--- src/rtl/rxdg_pkg.sv ---
package rxdg_pkg;

   typedef enum logic [1:0] {
      FLT_OFF   = 2'b00,
      FLT_SHORT = 2'b01,
      FLT_MID   = 2'b10,
      FLT_LONG  = 2'b11
   } flt_mode_e;

   localparam logic LINE_IDLE = 1'b1;

endpackage

--- src/rtl/rxdg_sync.sv ---
module rxdg_sync #(
   parameter int   STAGES  = 2,
   parameter logic RST_VAL = 1'b1
) (
   input  logic clk,
   input  logic rst_n,
   input  logic d_async,
   output logic d_sync
);

   logic [STAGES-1:0] chain;

   generate
      if (STAGES < 2) begin : g_bad_depth
         $error("rxdg_sync: STAGES must be at least 2");
      end
   endgenerate

   always_ff @(posedge clk) begin
      if (!rst_n) chain[0] <= RST_VAL;
      else        chain[0] <= d_async;
   end

   generate
      for (genvar s = 1; s < STAGES; s++) begin : g_stage
         always_ff @(posedge clk) begin
            if (!rst_n) chain[s] <= RST_VAL;
            else        chain[s] <= chain[s-1];
         end
      end
   endgenerate

   assign d_sync = chain[STAGES-1];

endmodule

--- src/rtl/rxdg_hold.sv ---
module rxdg_hold #(
   parameter int CNT_W = 7
) (
   input  logic             clk,
   input  logic             rst_n,
   input  logic             din,
   input  logic             bypass,
   input  logic             restart,
   input  logic [CNT_W-1:0] window,
   output logic             level,
   output logic [CNT_W-1:0] count
);

   import rxdg_pkg::*;

   logic [CNT_W-1:0] last_step;
   logic             differs;

   assign last_step = window - CNT_W'(1);
   assign differs   = (din != level);

   always_ff @(posedge clk) begin
      if (!rst_n) begin
         level <= LINE_IDLE;
         count <= '0;
      end else if (bypass) begin
         level <= din;
         count <= '0;
      end else if (restart || !differs) begin
         count <= '0;
      end else if (count == last_step) begin
         level <= din;
         count <= '0;
      end else begin
         count <= count + CNT_W'(1);
      end
   end

endmodule

--- src/rtl/rxd_deglitch.sv ---
module rxd_deglitch #(
   parameter int SYNC_STAGES = 2,
   parameter int WIN_SHORT   = 31,
   parameter int WIN_MID     = 63,
   parameter int WIN_LONG    = 127
) (
   input  logic       clk,
   input  logic       rst_n,
   input  logic       rxd_raw,
   input  logic [1:0] mode_sel,
   output logic       rxd_clean
);

   import rxdg_pkg::*;

   localparam int CNT_W = $clog2(WIN_LONG + 1);

   generate
      if (WIN_SHORT < 2 || WIN_MID <= WIN_SHORT || WIN_LONG <= WIN_MID) begin : g_bad_win
         $error("rxd_deglitch: windows must rise strictly and start at 2 or more");
      end
   endgenerate

   logic             rxd_sync;
   logic [1:0]       mode_q;
   logic             restart;
   logic             bypass;
   logic [CNT_W-1:0] window;
   logic [CNT_W-1:0] hold_cnt;

   rxdg_sync #(
      .STAGES (SYNC_STAGES),
      .RST_VAL(LINE_IDLE)
   ) u_sync (
      .clk    (clk),
      .rst_n  (rst_n),
      .d_async(rxd_raw),
      .d_sync (rxd_sync)
   );

   always_ff @(posedge clk) begin
      if (!rst_n) mode_q <= FLT_OFF;
      else        mode_q <= mode_sel;
   end

   assign restart = (mode_sel != mode_q);
   assign bypass  = (flt_mode_e'(mode_sel) == FLT_OFF);

   always_comb begin
      case (flt_mode_e'(mode_sel))
         FLT_SHORT: window = CNT_W'(WIN_SHORT);
         FLT_MID:   window = CNT_W'(WIN_MID);
         FLT_LONG:  window = CNT_W'(WIN_LONG);
         default:   window = CNT_W'(1);
      endcase
   end

   rxdg_hold #(
      .CNT_W(CNT_W)
   ) u_hold (
      .clk    (clk),
      .rst_n  (rst_n),
      .din    (rxd_sync),
      .bypass (bypass),
      .restart(restart),
      .window (window),
      .level  (rxd_clean),
      .count  (hold_cnt)
   );

endmodule

--- config.mk ---
export PLATFORM = sky130hd
export DESIGN_NAME = rxd_deglitch
export DESIGN_NICKNAME = d
export VERILOG_FILES = /design/src/rtl/rxdg_pkg.sv /design/src/rtl/rxdg_sync.sv /design/src/rtl/rxdg_hold.sv /design/src/rtl/rxd_deglitch.sv
export SDC_FILE = /design/constraint.sdc
export NUM_CORES = 1
export LEC_CHECK = 0
export BUFFER_PORTS_ARGS = -buffer_cell sky130_fd_sc_hd__clkbuf_2
export CAP_MARGIN = 20
export CORE_AREA = 2 2 39 41
export DETAILED_ROUTE_END_ITERATION = 12
export DIE_AREA = 0 0 41 43
export GPL_TIMING_DRIVEN = 0
export PLACE_DENSITY = 0.68
export SETUP_SLACK_MARGIN = 0.15
export SYNTH_ARGS = -nofsm -noshare
export SYNTH_HDL_FRONTEND = slang
export SYNTH_SLANG_ARGS = --single-unit
export TNS_END_PERCENT = 100
--- constraint.sdc ---
create_clock -name clk -period 1.6 [get_ports clk]
set_input_delay 0.08 -clock clk [delete_from_list [all_inputs] [get_ports clk]]
set_output_delay 0.08 -clock clk [all_outputs]
set_load 0.05 [all_outputs]
# --- Word level (Yosys, flattened, before mapping) ---
# Cells that the tools add are included.
op_classes:
  n_addsub: 2
  bitwise: 1
  div_mod_pow: 0
  n_lt_le_gt_ge: 0
  n_eq_ne: 7
  n_shift: 0
  reduce_logical: 6
  multipliers: 0
  n_mux: 4
ops:
  columns: ["cell", "n"]
  rows:
  - ["case mux 7 bit (3 select lines)", 1]
  - ["adder 7 x 1 -> 7 bit, second input constant", 1]
  - ["== test 7 bit", 1]
  - ["subtractor 7 x 1 -> 7 bit, second input constant", 1]
  - ["== test 2 bit, second input constant", 2]
  - ["OR reduction 4 bit", 1]
  - ["2-to-1 mux 1 bit", 3]
  - ["== test 2 x 1 -> 1 bit, second input constant", 1]
  - ["zero test 2 bit", 1]
  - ["inequality test 2 bit", 1]
  - ["inequality test 2 bit, second input constant", 1]
  - ["AND reduction 2 bit", 1]
  - ["nonzero test 2 bit", 1]
  - ["zero test 1 bit", 1]
  - ["logical OR 1 bit", 1]
  - ["inequality test 1 bit", 1]
  - ["NOT 1 bit", 1]
totals:
  ff_bits: 12
  out_inout_bits: 1
  inputBits: 5
  mem_count: 0
  rom_bits: 0
  latchBits: 0
  elab_cells: 25
  ramBits: 0

# --- Longest topological paths before layout ---
# Gate-level depths: netlist of the first run.
logic_depth:
  word_depth: 7
  depth_mapped: 4
  depth_no_buf: 4

# --- Hierarchy ---
# From an unflattened synthesis of the first run, not the netlist that was laid out.
hier_totals:
  hier_cells: 76
  area_unflattened_um2: 673.1
modules_own_cells:
  columns: ["mod", "seq_area_each_um2", "area_each_um2", "instances", "cells_per_inst"]
  rows:
  - ["rxdg_hold", 160.2, 523.0, 1, 60]
  - ["rxd_deglitch", 40.0, 97.6, 1, 12]
  - ["rxdg_sync", 40.0, 52.6, 1, 4]

# --- Worst setup path before layout of the first run ---
# OpenSTA, ideal clock, no wires.
synth_path:
  path_kind: "reg2reg"
  from: "reg u_hold.level"
  to: "reg u_hold.count[2]"
  path_slack_ns: 0.076
  period_less_slack_ns: 1.524
  path_stages_with_launch: 5
  required_time_ns: 1.536
  path_buffers: 0
  arrival_ns: 1.460
  setup_time_ns: 0.064
  path_cell_list: "dfxtp_1 > xnor2_1 > nor4_2 > a21bo_2 > nor2_1"
synth_between:
  elab_chain_cells: 4
synth_rtl:
  columns: ["item", "line", "text"]
  rows:
  - ["start: declaration", "rxdg_hold.sv:10", "output logic level,"]
  - ["start signal: assignment", "rxdg_hold.sv:27", "level <= din;"]
  - ["start signal: assignment", "rxdg_hold.sv:32", "level <= din;"]
  - ["inequality test 1 bit", "rxdg_hold.sv:20", "assign differs = (din != level);"]
  - ["zero test 1 bit", "rxdg_hold.sv:29", "end else if (restart || !differs) begin"]
  - ["logical OR 1 bit", "rxdg_hold.sv:29", null]
  - ["OR reduction 4 bit (no source line)", null, null]
  - ["end signal: assignment", "rxdg_hold.sv:35", "count <= count + CNT_W'(1);"]
  - ["end: declaration", "rxdg_hold.sv:11", "output logic [CNT_W-1:0] count"]
# No other way between the ends.
# A chain may end at the register's enable or synchronous reset.

# --- Final worst setup path of the first run ---
layout_path:
  from: "reg u_hold.level"
  to: "reg u_hold.count[4]"
# Same word-level chain as after synthesis.

==> reports/results.ini, run 1 <==
[synthesis]
synth_most_common_cell = dfxtp_1
synthSimpleGateAreaFrac_pct = 26.8
ys_seq_elements = 12
synthXorXnorAreaFrac_pct = 13.6
syn_inst = 54
synthTopCellsByArea = dfxtp_1 47%, xor2_1 8.5%, nor2_1 5.8%
synthesis.area_um2 = 514
synth_fa_ha_area_share_pct = 2.43
synth_top_area_share_pct = 46.7
synthArstFlopShare_pct = 0
synth.largest_area_cell = dfxtp_1
yosysUniqueCellTypes = 22
yosys_warnings = 0
synthTopCellsByCount = 12 x dfxtp_1, 8 x nor2_1, 5 x xor2_1
seq_area_frac_synth_pct = 46.7
synth_compound_area_share_pct = 7.79
synth_flop_cell = dfxtp_1
syn_nets = 60
avgSynthCellArea_um2 = 9.52
synth_edf_count = 0
synth.area.mux_share_pct = 1.95
synth_top_family_by_area = simple AND/OR/NAND/NOR gates

[floorplanning]
die_y_um = 43
ios = 6
die_area_um2 = 1760
die_x_um = 41
start_util_pct = 37.2
core-area_um2 = 1380
num_rows = 14

[run_status]
status = finished, final reports clean

[pwr]
power_uw = 575
ir_drop_uv = 437
p_per_area_nw_per_um2 = 948
leakagePower_nw = 0.236

[timing]
fmaxAchievable_mhz = 807
totalNegativeSetupSlack_ns = 0
max_slew_margin_pct = 81.7
min_period_ns = 1.24
slew_violations = 0
tightest_slew_ns = 0.276
setup_viol = 0
min_period_over_period_pct = 77.5
finalWorstSetupSlack_ns = 0.360
hold_viol_final = 0
clock_skew_ns = 0.00356
rsz0062_at_grt = false

[setup_path]
path_cells = xnor2_1 -> nor4_2 -> a21bo_2 -> nor2_1
required_ns = 1.81
cp_num_buf_inv = 0
path_delay_family = simple AND/OR/NAND/NOR gates
critPathKind = register to register
critPathMaxFanout = 6
cp.arrival_ns = 1.45
slowest_delay_ns = 0.33
end_kind = register
crit_path_start_kind = register
critPathSlowestCell = dfxtp_2

[place]
gp_congestion = 0.710
hpwl_um = 542
preCtsSetupSlack_ns = 0.357
numPortBuffers = 5

[routing]
drc_errors = 0
vias = 384
routedWlPerCell_um = 9.04
first_pass_iters = 2
ant_nets = 0
first_iter_violations = 4
wirelength_um = 723
viasPerCell = 4.80

[layout]
regArea_um2 = 241
fill_cells = 138
multi_input_area_um2 = 270
fin_util_pct = 43.9
syn_to_final_growth_pct = 18.0
drive_gt1_share_pct = 18.8
diodes = 0
num-nets-final = 71

[grt]
antenna_found_initial = 0
globalRouteOverflowTotal = 0
grt_pass1_vias = 358
grt_usage_pct = 10.6
grt_pass1_wl_mm = 1.26
grt_max_degree = 8

[flow_run]
max_cap_violations = 0

[clocking]
htreeDepth = 1
clk_pin_slew_ns = 0.07
cts_resized = 0
cts_buffers = 3
clockBufferDepth = 2
cts_root_buf = clkbuf_4
insertion_delay_ns = 0.27
cts_tree = done
clock_sinks = 12

[hold_path]
hold_path_class = input port to register

-- path summary, 6_finish.rpt --
path                                 startpoint               to  slack, ns  cells after the start
worst min-delay path                      rst_n    u_sync.d_sync       0.04                      2
worst max-delay path               u_hold.level  u_hold.count[4]       0.36                      4
worst min register to register  u_sync.chain[0]    u_sync.d_sync       0.41                      1
worst max register to register     u_hold.level  u_hold.count[4]       0.36                      4
-- report_power, final --
group	switching, mW	internal, mW	total [mW]
registers	0.00279	0.304	0.307
logic	0.0189	0.0170	0.0358
clock network	0.0941	0.138	0.232
total	0.116	0.459	0.575
-- cells in the final DEF, fill, tap and decap left out, drive strengths merged, types with 2 or more instances in the layout --
master  Yosys  final
dfxtp      12     12
nor3        2      2
clkbuf      0      9
nand2b      2      2
xor2        5      5
xnor2       3      3
nand3       3      3
nor2b       3      3
nor2        8      8
a21oi       2      2
and2        2      2
-- state kept, by name, indices dropped and copies added (netlist names) --
name and count:
u_hold.count 7, u_sync.chain 1, u_sync.d_sync 1, mode_q 2, u_hold.level 1
-- layer usage --
layer	vias up	part of all wire, %	GRT usage, %
li1	203	-	-
met1	171	46	12.1
met2	6	47	15.6
met3	4	3.0	3.14
met4	0	3.2	8.00
met5	-	0	0
-- timing repair --
| action | CTS | global route |
|---|---|---|
| endpoints found under the hold margin | 1 | 0 |
| setup endpoints to repair | 0 | 0 |
| hold buffers | 1 | 0 |
| setup buffers | 0 | 0 |
-- layout make-up --
class,instances,share of cell area (%)
clock buffer,4,5.98
timing repair buffer,6,5.77
multi-input combinational,41,44.5
sequential,12,39.8
inverter,1,0.619
tap,16,3.30
-- cell families after synthesis --
kind of cell	after synthesis
and+or+nand+nor	25
DFF	12
xor gates and xnor gates	8
AOI/OAI and AO/OA	6
buffers and inverters	1
muxes	1
adders and majority gates	1
-- per-stage QoR --
step,hold slack [ns],cell area (µm²),cells
floorplan,0.153,515,54
global placement,0.263,561,75
detailed placement,0.267,561,75
CTS,0.0404,607,80
global route,0.0564,607,80
finish,0.0429,607,80
(Power assumes the default switching activity.)
==> run 2: changes to the inputs <==
- ABC_AREA: default -> 1
- PLACE_DENSITY: 0.68 -> 0.77
- clock period: 1.6 -> 1.05 ns (I/O delays scaled with it)
==> run 2 against run 1 <==
Net effect: the run now ends with setup timing left; final cell count increased by 43%; clock skew increased by 0.0013 ns; first-iteration DRC count increased by 100%; clock-buffer cell count decreased by 1; sequential share of layout area decreased by 6.3 points; total power increased by 48%; via count increased by 32%; combinational power increased to 2.6 times the previous value; non-clock buffer count increased by 4; maximum frequency increased by 15%; synthesized area increased by 16%; register-to-register slack got worse by 0.39 ns.
==> reports/results.ini, run 2 <==
[routing]
first_pass_iters = 4
wirelength_um = 995
drc_errors = 0
first_iter_violations = 8
viasPerCell = 4.43
ant_nets = 0
vias = 505
routedWlPerCell_um = 8.73

[synthesis]
synth_most_common_cell = nand2_1
yosys_warnings = 0
synth.largest_area_cell = dfxtp_1
synth_edf_count = 0
synthTopCellsByCount = 21 x nand2_1, 17 x inv_1, 13 x nor2_1, 12 x dfxtp_1, 9 x nand3_1
yosysUniqueCellTypes = 13
synth_top_area_share_pct = 40.3
synthTopCellsByArea = dfxtp_1 40%, nand2_1 13%, inv_1 11%
synthArstFlopShare_pct = 0
syn_nets = 91
ys_seq_elements = 12
synthesis.area_um2 = 597
syn_inst = 85
avgSynthCellArea_um2 = 7.02
synth_flop_cell = dfxtp_1
seq_area_frac_synth_pct = 40.3

[timing]
setup_viol = 4
slew_violations = 0
rsz0062_at_grt = true
finalWorstSetupSlack_ns = -0.0317
min_period_ns = 1.08
min_period_over_period_pct = 103
tightest_slew_ns = 0.168
totalNegativeSetupSlack_ns = -0.0474
clock_skew_ns = 0.00486
max_slew_margin_pct = 88.8
hold_viol_final = 0
fmaxAchievable_mhz = 924

[run_status]
failed_checks = setup timing
status = finished with violations

[layout]
fin_area_um2 = 762
final_cell_mix = 19 x nand2_1, 17 x inv_1, 9 x nor2_1
num-nets-final = 105
largest-register = u_hold.count
syn_to_final_growth_pct = 27.7
largest_reg_flops = 7
mostFrequentLayoutCell = nand2_1
diodes = 0
regArea_um2 = 255
multi_input_area_um2 = 315
drive_gt1_share_pct = 32.7
top_regs = u_hold.count x7, mode_q x2
fill_cells = 144

[grt]
grt_max_degree = 8
grt_pass1_wl_mm = 1.79
antenna_found_initial = 0
globalRouteOverflowTotal = 0
grt_usage_pct = 15.4
grt_pass1_vias = 494

[place]
hpwl_um = 706
preCtsSetupSlack_ns = -0.0483
placed_area_um2 = 662
gp_congestion = 0.742
numPortBuffers = 4

[setup_path]
critPathKind = register to register
r2r_slack_ns = -0.03
startpoint = u_hold.count[0]
timing.rr.start = u_hold.count[0]
cp.arrival_ns = 1.25
end_kind = register
crit_path_start_kind = register
critPathMaxFanout = 4
required_ns = 1.21

[clocking]
clk_pin_slew_ns = 0.08
cts_tree = done
clockBufferDepth = 2
insertion_delay_ns = 0.27
cts_root_buf = clkbuf_4
cts_buffers = 3
clock_sinks = 12
htreeDepth = 1

[floorplanning]
die_y_um = 43
core-area_um2 = 1380
ios = 6
num_rows = 14
start_util_pct = 43.1
die_x_um = 41
die_area_um2 = 1760

[flow_run]
max_cap_violations = 0

[pwr]
p_comb_share_pct = 10.8
netSwitchingFraction_pct = 24.9
p_int_uw = 641
ir_drop_uv = 903
power.clock.fraction_pct = 34.0
p_per_area_nw_per_um2 = 1120
p_switching_uw = 212
pwr-share-seq_pct = 55.2
power_uw = 853
leakagePower_nw = 0.358

[hold_path]
hold_path_class = input port to register
min_from = rst_n

[run 2: cell count changes in the layout (fill, tap and decap cells not counted), sizes merged, moves of 3 or more]
cell   previous run  this run
nand3             3         9
nor2b             3         0
nand2             1        22
inv               1        17
buf               0         4
nor2              8        15
[run 2: worst paths after layout]
path,end,depth (start not counted)
worst max-delay path,u_hold.count[4],6
worst min-delay path,u_sync.chain[0],2
worst max register to register,u_hold.count[4],6
worst min register to register,u_sync.d_sync,2
[run 2: kinds of logic after synthesis]
logic type / synth area share, %
simple gates: 35.6
buf+inv: 13.2
flops: 40.3
xor+xnor: 8.81
fa+ha+maj: 2.10
[run 2: worst max-delay path, cell delays in order, from the launching register on]
cell and delay (ns):
dfxtp_4 0.37, ha_4 0.16, inv_1 0.06, nor2_2 0.04, buf_4 0.13, xnor2_1 0.16
nor2_2 0.05
[run 2: routing by layer]
layer | global-route usage [%] | part of all wire, %
met1 | 17.6 | 45
met4 | 12.0 | 2.1
met3 | 4.71 | 2.4
met2 | 22.5 | 51
met5 | 0 | 0
[run 2: area by class of cell]
class,count,area share [%]
clock inverters,1,0.493
flip-flops and latches,12,33.5
plain buffers,1,1.48
well taps,16,2.63
repair buffers,9,8.54
clock buffers,3,2.96
inverters,18,9.03
multi-input cells,54,41.4
[run 2: timing repair]
action	CTS	global route
endpoints found under the setup margin	9	9
hold buffers	2	0
pin swaps	5	7
hold endpoints to repair	2	0
resized for setup	7	6
buffers inserted	2	1
[run 2: stage by stage]
stage | util, % | std cells | hold WS [ns]
finish | 55.1 | 114 | 0.0260
global route | 55.1 | 114 | 0.0367
CTS | 53.2 | 113 | 0.0193
detailed placement | 47.8 | 105 | 0.230
global placement | 47.8 | 105 | 0.224
floorplan | - | 85 | 0.121
[run 2: power groups by stage]
stage	registers (mW)	logic, mW	clock network [mW]
global placement	0.481	0.0753	0
finish	0.471	0.0924	0.290
floorplan	0.491	0.0471	0
CTS	0.471	0.0892	0.303
global route	0.472	0.103	0.330
detailed placement	0.482	0.0776	0
==> run 3: changes to the inputs <==
- ABC_AREA: 1 -> 0
- CAP_MARGIN: 20 -> default
- PLACE_DENSITY: 0.77 -> 0.7
==> run 3 against run 2 <==
Net effect: wire length rose by 2.9%; total power fell by 2.1%; largest power group unchanged; combinational power fell by 16%; non-clock buffer count did not move; critical path depth fell by 2; sequential power fell by 1%; via count fell by 17%; register-to-register slack got worse by 0.16 ns; final cell count fell by 26%; the run still ends with setup timing left; clock power barely moved; maximum frequency fell by 13%; largest cell class unchanged; sequential share of layout area rose by 1.7 points.
==> reports/results.ini, run 3 (synthesized netlist as in run 1, its figures left out) <==
[layout]
top_regs = u_hold.count x7, mode_q x2
mostFrequentLayoutCell = dfxtp_1
syn_to_final_growth_pct = 38.2
largest-register = u_hold.count
fill_cells = 130
final_cell_mix = 8 x dfxtp_1, 5 x xor2_1
drive_gt1_share_pct = 39.7
largest_reg_flops = 7
diodes = 0
num-nets-final = 75

[routing]
routedWlPerCell_um = 12.2
wirelength_mm = 1.02
vias = 417
first_iter_violations = 0
drc_errors = 0
ant_nets = 0
viasPerCell = 4.96
first_pass_iters = 1

[run_status]
status = finished with violations
failed_checks = setup timing

[timing]
max_slew_margin_pct = 75.5
min_period_ns = 1.24
slew_violations = 0
fmaxAchievable_mhz = 808
clock_skew_ns = 0.00565
min_period_over_period_pct = 118
tightest_slew_ns = 0.364
whs_ns = 0.00544
rsz0062_at_grt = true
hold_viol_final = 0
finalWorstSetupSlack_ns = -0.188
setup_viol = 8

[pwr]
power_uw = 835
leakagePower_nw = 0.270
p_int_uw = 644
p_comb_share_pct = 9.3
ir_drop_uv = 450
p_switching_uw = 191
power.clock.fraction_pct = 34.8
netSwitchingFraction_pct = 22.9
p_per_area_nw_per_um2 = 1170
pwr-share-seq_pct = 55.9

[floorplanning]
start_util_pct = 37.2
die_area_um2 = 1760
ios = 6
die_x_um = 41
die_y_um = 43
num_rows = 14
core-area_um2 = 1380

[flow_run]
max_cap_violations = 0

[place]
gp_congestion = 0.715
hpwl_um = 599
numPortBuffers = 5

[setup_path]
slowest_delay_ns = 0.33
critPathSlowestCell = dfxtp_1
required_ns = 1.25
critPathKind = register to register
cp_num_buf_inv = 0
r2r_cells = 4
crit_path_start_kind = register
cp.arrival_ns = 1.44
path_cells = xor2_1 -> nor3_1 -> a31oi_2 -> mux2i_1
crit_cells = 4
end_kind = register
path_delay_family = flip-flops
critPathMaxFanout = 2

[hold_path]
hold_depth = 2
hold_path_class = input port to register

[grt]
globalRouteOverflowTotal = 0
grt_max_degree = 8
grt_usage_pct = 12.2
grt_pass1_vias = 355
grt_pass1_wl_mm = 1.42
antenna_found_initial = 0

[clocking]
clockBufferDepth = 2
cts_buffers = 3
htreeDepth = 1
clock_sinks = 12
cts_root_buf = clkbuf_4
clk_pin_slew_ns = 0.07
cts_tree = done
insertion_delay_ns = 0.27

==> run 3: cell type report <==
cell class	instances	area (µm²)	share of cell area [%]
Tap cell	16	20.0	2.82
Inverter	1	3.75	0.528
Clock buffer	4	26.3	3.70
Multi-Input combinational cell	41	335	47.2
Timing Repair Buffer	10	75.1	10.6
Sequential cell	12	250	35.2
==> run 3: metal layers <==
metal  vias to the layer above  track usage, %  wire length, µm
met1                       199            13.8              437
li1                        212               -                -
met3                         2            4.71               24
met2                         4            18.1              547
met5                         -               0                0
met4                         0            8.00               14
==> run 3: worst paths after layout <==
| kind | from | endpoint | slack (ns) |
|---|---|---|---|
| worst max-delay path | mode_q[0] | u_hold.level | -0.19 |
| worst min-delay path | rst_n | u_sync.d_sync | 0.005 |
| worst max register to register | mode_q[0] | u_hold.level | -0.19 |
| worst min register to register | u_sync.chain[0] | u_sync.d_sync | 0.41 |
==> run 3: metrics by stage <==
step | util [%] | setup WS, ns | cell area, µm² | TNS [ns] | instances
finish | 51.4 | -0.188 | 711 | -1.24 | 84
global route | 51.4 | -0.291 | 711 | -1.72 | 84
CTS | 45.5 | -0.138 | 629 | -0.938 | 81
detailed placement | 41.6 | -0.155 | 576 | -1.03 | 75
global placement | 41.6 | -0.141 | 576 | -0.948 | 75
floorplan | - | -0.0363 | 531 | -0.213 | 54
==> run 3: worst register-to-register path, cell delays in order, from the launching register on <==
cell,delay (ns)
dfxtp_1,0.33
xor2_1,0.32
nor3_1,0.13
a31oi_2,0.21
mux2i_1,0.19
==> run 3: repair_timing <==
action | 4_1_cts | 5_1_grt
gates cloned | 0 | 0
buffers inserted | 1 | 3
hold buffers | 1 | 0
endpoints found under the setup margin | 9 | 9
pin swaps | 2 | 5
gates resized for setup | 3 | 14
hold endpoints to repair | 1 | 0
==> run 3: power by group through the flow <==
stage | Combinational [mW] | Sequential (mW) | Clock [mW]
2_1_floorplan | 0.0320 | 0.479 | 0
3_3_place_gp | 0.0519 | 0.477 | 0
3_5_place_dp | 0.0534 | 0.478 | 0
4_1_cts | 0.0579 | 0.467 | 0.304
5_1_grt | 0.0840 | 0.468 | 0.328
6_report | 0.0776 | 0.466 | 0.291
